`src/rtl/sio_drq_pkg.sv`:
```
package sio_drq_pkg;

  typedef enum logic [1:0] {
    RXI_NONE    = 2'b00,
    RXI_FIRST   = 2'b01,
    RXI_ALL_PAR = 2'b10,
    RXI_ALL     = 2'b11
  } rx_irq_mode_e;

  localparam int LANE_TX   = 0;
  localparam int LANE_RX   = 1;
  localparam int NUM_LANES = 2;

  // a receive edge is diverted to the interrupt path only in first-char mode
  function automatic logic rx_divert(input rx_irq_mode_e mode, input logic special);
    return (mode == RXI_FIRST) && special;
  endfunction

endpackage

```
`src/rtl/sio_drq_edge.sv`:
```
module sio_drq_edge (
  input  logic clk,
  input  logic rst_n,
  input  logic cond,
  output logic rise
);
  logic cond_q;

  // history starts "true" so a condition already set at reset is not an edge
  always_ff @(posedge clk or negedge rst_n) begin
    if (!rst_n) cond_q <= 1'b1;
    else        cond_q <= cond;
  end

  assign rise = cond && !cond_q;
endmodule

```
`src/rtl/sio_drq_pulse.sv`:
```
module sio_drq_pulse #(
  parameter int PULSE_LEN = 3,
  parameter int PEND_MAX  = 1
) (
  input  logic clk,
  input  logic rst_n,
  input  logic en,
  input  logic fire,
  output logic rdy_n,
  output logic pend_nz
);
  localparam int CNT_W = $clog2(PULSE_LEN + 1);
  localparam int PW    = $clog2(PEND_MAX + 1);

  logic [CNT_W-1:0] cnt;
  logic [PW-1:0]    pend;
  logic             idle;
  logic             start;

  function automatic logic [PW-1:0] sat_inc(input logic [PW-1:0] v);
    return (v == PW'(PEND_MAX)) ? v : v + PW'(1);
  endfunction

  assign idle    = (cnt == '0);
  assign pend_nz = (pend != '0);
  assign start   = idle && (fire || pend_nz);

  always_ff @(posedge clk or negedge rst_n) begin
    if (!rst_n) begin
      cnt  <= '0;
      pend <= '0;
    end else if (!en) begin
      cnt  <= '0;
      pend <= '0;
    end else if (start) begin
      cnt <= CNT_W'(PULSE_LEN);
      // a fresh edge together with a held one: serve the held one, keep the count
      if (!fire) pend <= pend - PW'(1);
    end else if (!idle) begin
      cnt <= cnt - CNT_W'(1);
      if (fire) pend <= sat_inc(pend);
    end
  end

  assign rdy_n = idle;
endmodule

```
`src/rtl/sio_dma_req.sv`:
```
module sio_dma_req
  import sio_drq_pkg::*;
#(
  parameter int PULSE_LEN = 3,
  parameter int PEND_MAX  = 1
) (
  input  logic       clk,
  input  logic       rst_n,
  input  logic       tx_en,
  input  logic       rx_en,
  input  logic       tx_empty,
  input  logic       rx_avail,
  input  logic [1:0] rx_mode,
  input  logic       rx_special,
  output logic       tx_rdy_n,
  output logic       rx_rdy_n,
  output logic       sc_irq
);
  logic [NUM_LANES-1:0] lane_cond;
  logic [NUM_LANES-1:0] lane_en;
  logic [NUM_LANES-1:0] lane_rise;
  logic [NUM_LANES-1:0] lane_fire;
  logic [NUM_LANES-1:0] lane_rdy_n;
  logic [NUM_LANES-1:0] lane_pend;

  // named internal events for the checker
  logic tx_rise, rx_rise, tx_pend_nz, rx_pend_nz;
  logic sc_divert;
  logic sc_req;
  logic sc_q;

  assign lane_cond[LANE_TX] = tx_empty;
  assign lane_cond[LANE_RX] = rx_avail;
  assign lane_en[LANE_TX]   = tx_en;
  assign lane_en[LANE_RX]   = rx_en;

  assign sc_divert = rx_divert(rx_irq_mode_e'(rx_mode), rx_special);

  for (genvar l = 0; l < NUM_LANES; l++) begin : g_lane
    sio_drq_edge u_edge (
      .clk  (clk),
      .rst_n(rst_n),
      .cond (lane_cond[l]),
      .rise (lane_rise[l])
    );

    if (l == LANE_RX) begin : g_rx_gate
      assign lane_fire[l] = lane_en[l] && lane_rise[l] && !sc_divert;
    end else begin : g_tx_gate
      assign lane_fire[l] = lane_en[l] && lane_rise[l];
    end

    sio_drq_pulse #(
      .PULSE_LEN(PULSE_LEN),
      .PEND_MAX (PEND_MAX)
    ) u_pulse (
      .clk    (clk),
      .rst_n  (rst_n),
      .en     (lane_en[l]),
      .fire   (lane_fire[l]),
      .rdy_n  (lane_rdy_n[l]),
      .pend_nz(lane_pend[l])
    );
  end

  assign tx_rise    = lane_rise[LANE_TX];
  assign rx_rise    = lane_rise[LANE_RX];
  assign tx_pend_nz = lane_pend[LANE_TX];
  assign rx_pend_nz = lane_pend[LANE_RX];

  assign sc_req = rx_en && rx_rise && sc_divert;

  always_ff @(posedge clk or negedge rst_n) begin
    if (!rst_n) sc_q <= 1'b0;
    else        sc_q <= sc_req;
  end

  assign tx_rdy_n = lane_rdy_n[LANE_TX];
  assign rx_rdy_n = lane_rdy_n[LANE_RX];
  assign sc_irq   = sc_q;
endmodule

```
`config.mk`:
```
export PLATFORM = sky130hd
export DESIGN_NAME = sio_dma_req
export DESIGN_NICKNAME = d
export VERILOG_FILES = /design/src/rtl/sio_drq_pkg.sv /design/src/rtl/sio_drq_edge.sv /design/src/rtl/sio_drq_pulse.sv /design/src/rtl/sio_dma_req.sv
export SDC_FILE = /design/constraint.sdc
export NUM_CORES = 1
export LEC_CHECK = 0
export ABC_AREA = 1
export CAP_MARGIN = 10
export CORE_AREA = 2 2 39 41
export CTS_CLUSTER_SIZE = 14
export DETAILED_ROUTE_END_ITERATION = 8
export DIE_AREA = 0 0 41 43
export SLEW_MARGIN = 10
export SYNTH_ARGS = -nofsm -noshare
export SYNTH_HDL_FRONTEND = slang
export SYNTH_HIERARCHICAL = 1
export SYNTH_SLANG_ARGS = --single-unit
```
`constraint.sdc`:
```
create_clock -name clk -period 2.3 [get_ports clk]
set_input_delay 0.23 -clock clk [delete_from_list [all_inputs] [get_ports clk]]
set_output_delay 0.23 -clock clk [all_outputs]
set_load 0.05 [all_outputs]
```
# After elaboration in Yosys (flattened, before gate mapping)
# Index checks and enable logic that the tools add are counted.
totals:
  regBits: 9
  latch_bits: 0
  ram_bits: 0
  mem_bits_ro: 0
  inputBits: 9
  wordCells: 56
  n_memories: 0
classes:
  addsub: 6
  n_mul: 0
  div: 0
  magnitude_cmp: 0
  eq_ne: 7
  shifts: 0
  n_mux: 18
  bitwise_logic: 0
  reduce_logical: 18
ops:
  columns: ["operator", "count"]
  rows:
  - ["1-bit 2-to-1 mux", 12]
  - ["2-bit 2-to-1 mux", 6]
  - ["3-bit inequality test, second input constant", 4]
  - ["1-bit logical AND", 9]
  - ["3-bit by 1-bit inequality test with 1-bit output, second input constant", 2]
  - ["3-bit AND reduction", 2]
  - ["2-bit zero test", 2]
  - ["2-bit by 1-bit subtractor with 2-bit output, second input constant", 2]
  - ["1-bit zero test", 3]
  - ["1-bit adder, second input constant", 2]
  - ["2-bit by 1-bit == test with 1-bit output, second input constant", 1]
  - ["1-bit logical OR", 2]
  - ["1-bit subtractor, second input constant", 2]

# Logic depth before layout (Yosys ltp)
depth:
  ltp_word: 8
  depth_mapped: 8

# Cells and area by module
# Netlist, hierarchy kept.
by_module_without_submodules:
  columns: ["mod", "instances", "cells_per_inst", "area_per_inst_um2"]
  rows:
  - ["sio_drq_pulse", 2, 23, 170.2]
  - ["sio_drq_edge", 2, 3, 36.3]
  - ["sio_dma_req", 1, 10, 60.1]

# Worst setup path before layout
# OpenSTA, ideal clock, no wires.
synth_timing:
  path_type: "register to register"
  startpoint: "register g_lane[0].u_pulse.cnt[0]"
  endpoint: "register g_lane[0].u_pulse.cnt[1]"
  setup_time_ns: 0.116
  arrival_ns: 1.245
  required_time_ns: 2.184
  path_slack_ns: 0.939
  stages_incl_launch_ff: 8
  n_path_buf: 0
  synth_period_minus_slack_ns: 1.361
  cell_sequence: "dfrtp_1 > inv_1 > ha_1 > nand2_1 > inv_2 > nand2_1 > nand2_1 > nand2_1"
synth_between:
  elab_chain_cells: 4
  word_cells_on_any_way: 7
  classes_between: "add/sub (1); eq/ne (1); mux (3); reduce/logical (2)"
synth_rtl:
  columns: ["element", "line_no", "source"]
  rows:
  - ["start: declaration", "sio_drq_pulse.sv:15", "logic [CNT_W-1:0] cnt;"]
  - ["start signal: assignment", "sio_drq_pulse.sv:36", "cnt <= CNT_W'(PULSE_LEN);"]
  - ["start signal: assignment", "sio_drq_pulse.sv:40", "cnt <= cnt - CNT_W'(1);"]
  - ["2-bit zero test (*)", "sio_drq_pulse.sv:24", "assign idle = (cnt == '0);"]
  - ["net tx_rdy_n", "sio_dma_req.sv:15", "output logic tx_rdy_n,"]
  - ["1-bit logical AND", "sio_drq_pulse.sv:26", "assign start = idle && (fire || pend_nz);"]
  - ["2-bit 2-to-1 mux", "sio_drq_pulse.sv:35", "end else if (start) begin"]
  - ["2-bit 2-to-1 mux", "sio_drq_pulse.sv:32", "end else if (!en) begin"]
# Mark *: on every way through the listed nets, which the timed path passes. The rest lies on a longest branch. The select of a mux whose other input is x is not followed.
# A chain may end at the register's enable or synchronous reset.

# Worst setup path after layout
layout_timing:
  startpoint: "register g_lane[1].u_pulse.cnt[0]"
  endpoint: "output port rx_rdy_n"
layout_between:
  elab_chain_cells: 1
layout_rtl:
  columns: ["element", "line_no", "source"]
  rows:
  - ["start: declaration", "sio_drq_pulse.sv:15", null]
  - ["start signal: assignment", "sio_drq_pulse.sv:36", null]
  - ["start signal: assignment", "sio_drq_pulse.sv:40", null]
  - ["2-bit zero test", "sio_drq_pulse.sv:24", null]
  - ["end: declaration", "sio_dma_req.sv:16", "output logic rx_rdy_n,"]
# No other way between the ends.

==> flow_metrics.py <==
metrics = {
    "synth": {
        "async_flop_share": 1.000,
        "yosysTopAreaCell": "dfrtp_1",
        "synth_seq_cells": 9,
        "syn-cell-area_um2": 473.0,
        "synthTopCellsByCount": "nand2_1 (15), inv_1 (10), nor2_1 (9)",
        "yosysMostFrequentCell": "nand2_1",
        "ys_types": 11,
        "synth_top_cell_area_share": 0.3704,
        "yosysSeqAreaShare": 0.4815,
        "synthTopCellsByArea": "dfrtp_1 (37%), nand2_1 (12%), dfstp_2 (11%)",
        "synth-warning-count": 6,
        "postSynthCellCount": 62,
        "synth_nets": 73,
        "synth_ff_type": "dfrtp_1",
        "synth_edf_count": 0,
        "synth.avg_cell_area_um2": 7.628,
    },
    "grt": {
        "grt_pass1_wl_mm": 1.207,
        "grt_usage": 0.1047,
        "grt_max_degree": 10,
        "grt_overflow_total": 0,
        "grt_pass1_vias": 344,
        "antenna_found_initial": 0,
    },
    "run": {
        "cap_violations": 0,
    },
    "place": {
        "port_buffers": 11,
        "dp_hpwl_um": 610.7,
        "gp_congestion": 0.6699,
    },
    "drt": {
        "postRouteAntennaNets": 0,
        "num_vias": 390,
        "drtPass1Iterations": 4,
        "wire_per_inst_um": 8.054,
        "drc": 0,
        "wirelength_um": 749,
        "dr.first_iter.drc_count": 5,
        "vias_per_cell": 4.194,
    },
    "pwr": {
        "share_comb_of_total_power": 0.485,
        "power.leakage_uw": 0.0003325,
        "powerDensity_mw_per_mm2": 993.4,
        "power.total_uw": 625.2,
        "internal-power_uw": 375.6,
        "switching_power_uw": 249.6,
        "p_clk_frac": 0.186,
        "swShare": 0.3992,
        "vdd_ir_drop_max_v": 0.0006476,
        "p_seq_frac": 0.328,
    },
    "finish": {
        "ff_latch_area_um2": 227.7,
        "drive_gt1_frac": 0.1948,
        "multi_input_area_um2": 192.7,
        "antenna_cells": 0,
        "area_growth_pct": 33.07,
        "n_fill_cell": 142,
        "num-nets-final": 89,
        "utilization": 0.4548,
    },
    "sta": {
        "setup_violations": 0,
        "holdWs_ns": 0.2746,
        "fmax_mhz": 507.9,
        "min_period_over_period": 0.8560,
        "tightest_slew_ns": 0.4924,
        "fin_crit_ns": 1.969,
        "tns_ns": 0,
        "finalHoldViolCount": 0,
        "relSlewSlack": 0.6707,
        "fin_skew_ns": 0.001300,
        "rsz0062_at_grt": "false",
        "drv_slew": 0,
    },
    "floorplanning": {
        "start_util": 0.3418,
        "std_cell_rows": 14,
        "die_width_um": 41,
        "ioPinCount": 12,
        "core_mm2": 0.001384,
        "die_y_um": 43,
        "die-area_mm2": 0.001763,
    },
    "cts": {
        "cts_setup_buffers": 0,
        "cts_hold_buf": 0,
        "post_cts_resized": 0,
        "clkSinkCount": 9,
        "cts_buffers": 3,
        "htree_levels": 1,
        "cts-root-buf": "clkbuf_4",
        "cts_tree": "yes",
        "clk_path_buf_depth": 2,
        "path_clk_slew_ns": 0.06,
        "clock_latency_ns": 0.25,
    },
    "hold_path": {
        "hold_class": "in -> async",
    },
    "worst_setup_path": {
        "crit_type": "reg -> out",
        "cp.required_ns": 2.07,
        "arrival_ns": 1.74,
        "crit_path_start_kind": "flip-flop",
        "crit_fanout": 5,
        "end_kind": "output port",
    },
    "outcome": {
        "status": "finished, final reports clean",
    },
}
-- final timing paths --
| check | slack [ns] | depth (start not counted) | start | endpoint |
|---|---|---|---|---|
| setup / recovery | 0.33 | 3 | g_lane[1].u_pulse/cnt[0] | rx_rdy_n |
| hold / removal | 0.27 | 1 | rst_n | g_lane[1].u_pulse/cnt[0] |
| setup reg to reg | 1.17 | 7 | g_lane[1].u_edge/cond_q | g_lane[1].u_pulse/cnt[0] |
| hold reg to reg | 0.51 | 2 | g_lane[0].u_pulse/cnt[1] | g_lane[0].u_pulse/cnt[1] |
| max in group asynchronous | 1.71 | 1 | rst_n | g_lane[0].u_edge/cond_q |
| min in group clk | 0.41 | 1 | tx_empty | g_lane[0].u_edge/cond_q |
-- per-stage QoR --
| stage | std cells | worst slack [ns] | instance area, µm² |
|---|---|---|---|
| 2_1_floorplan | 62 | 0.9388 | 473.0 |
| 3_3_place_gp | 89 | 0.6121 | 603.1 |
| 3_5_place_dp | 89 | 0.6037 | 603.1 |
| 4_1_cts | 93 | 0.3145 | 629.4 |
| 5_1_grt | 93 | 0.2392 | 629.4 |
| 6_report | 93 | 0.3312 | 629.4 |
-- routing by layer --
metal  vias to the layer above  track usage  part of all wire
met1                       164       0.1204              0.48
met3                         2      0.03141             0.053
met4                         0      0.08000             0.013
met2                        11       0.1531              0.45
li1                        213            -                 -
met5                         -            0                 0
-- final cells by class --
type | instances | area share
timing repair buffer | 11 | 0.1750
sequential | 9 | 0.3618
multi-input combinational | 39 | 0.3062
tap | 16 | 0.03181
clock buffer | 4 | 0.04175
inverter | 14 | 0.08350
-- sequential cells by signal, summed over array words and instances, names as in the netlist --
name                    count
g_lane.u_edge/cond_q        2
sc_irq                      1
g_lane.u_pulse/pend_nz      2
g_lane.u_pulse/cnt          4
-- worst max-delay path, cell delays in order (launching register included) --
cell,delay [ns]
dfrtp_1,0.36
inv_1,0.08
ha_1,0.22
clkdlybuf4s50_1,0.82
-- layout by cell type (no fill, tap or decap) --
master,count
o21ai_0,2
nand2_1,15
inv_2,4
inv_1,10
nor2_2,6
clkdlybuf4s50_1,11
a21boi_0,2
dfstp_2,2
ha_1,2
nand3_1,3
nor2_1,9
clkbuf_1,1
clkbuf_4,3
dfrtp_1,7
-- power groups by stage --
stage	clock network (µW)	logic, µW	registers [µW]
finish	116	303	205
global route	134	337	208
CTS	122	308	205
detailed placement	0	307	207
global placement	0	302	207
floorplan	0	231	206
-- logic make-up after synthesis --
family,synth area share
adder cells (fa/ha/maj),0.05290
AND/OR/NAND/NOR,0.3016
buffers and inverters,0.1111
flip-flops,0.4815
AO/OA/AOI/OAI,0.05290
(Power assumes the default switching activity.)
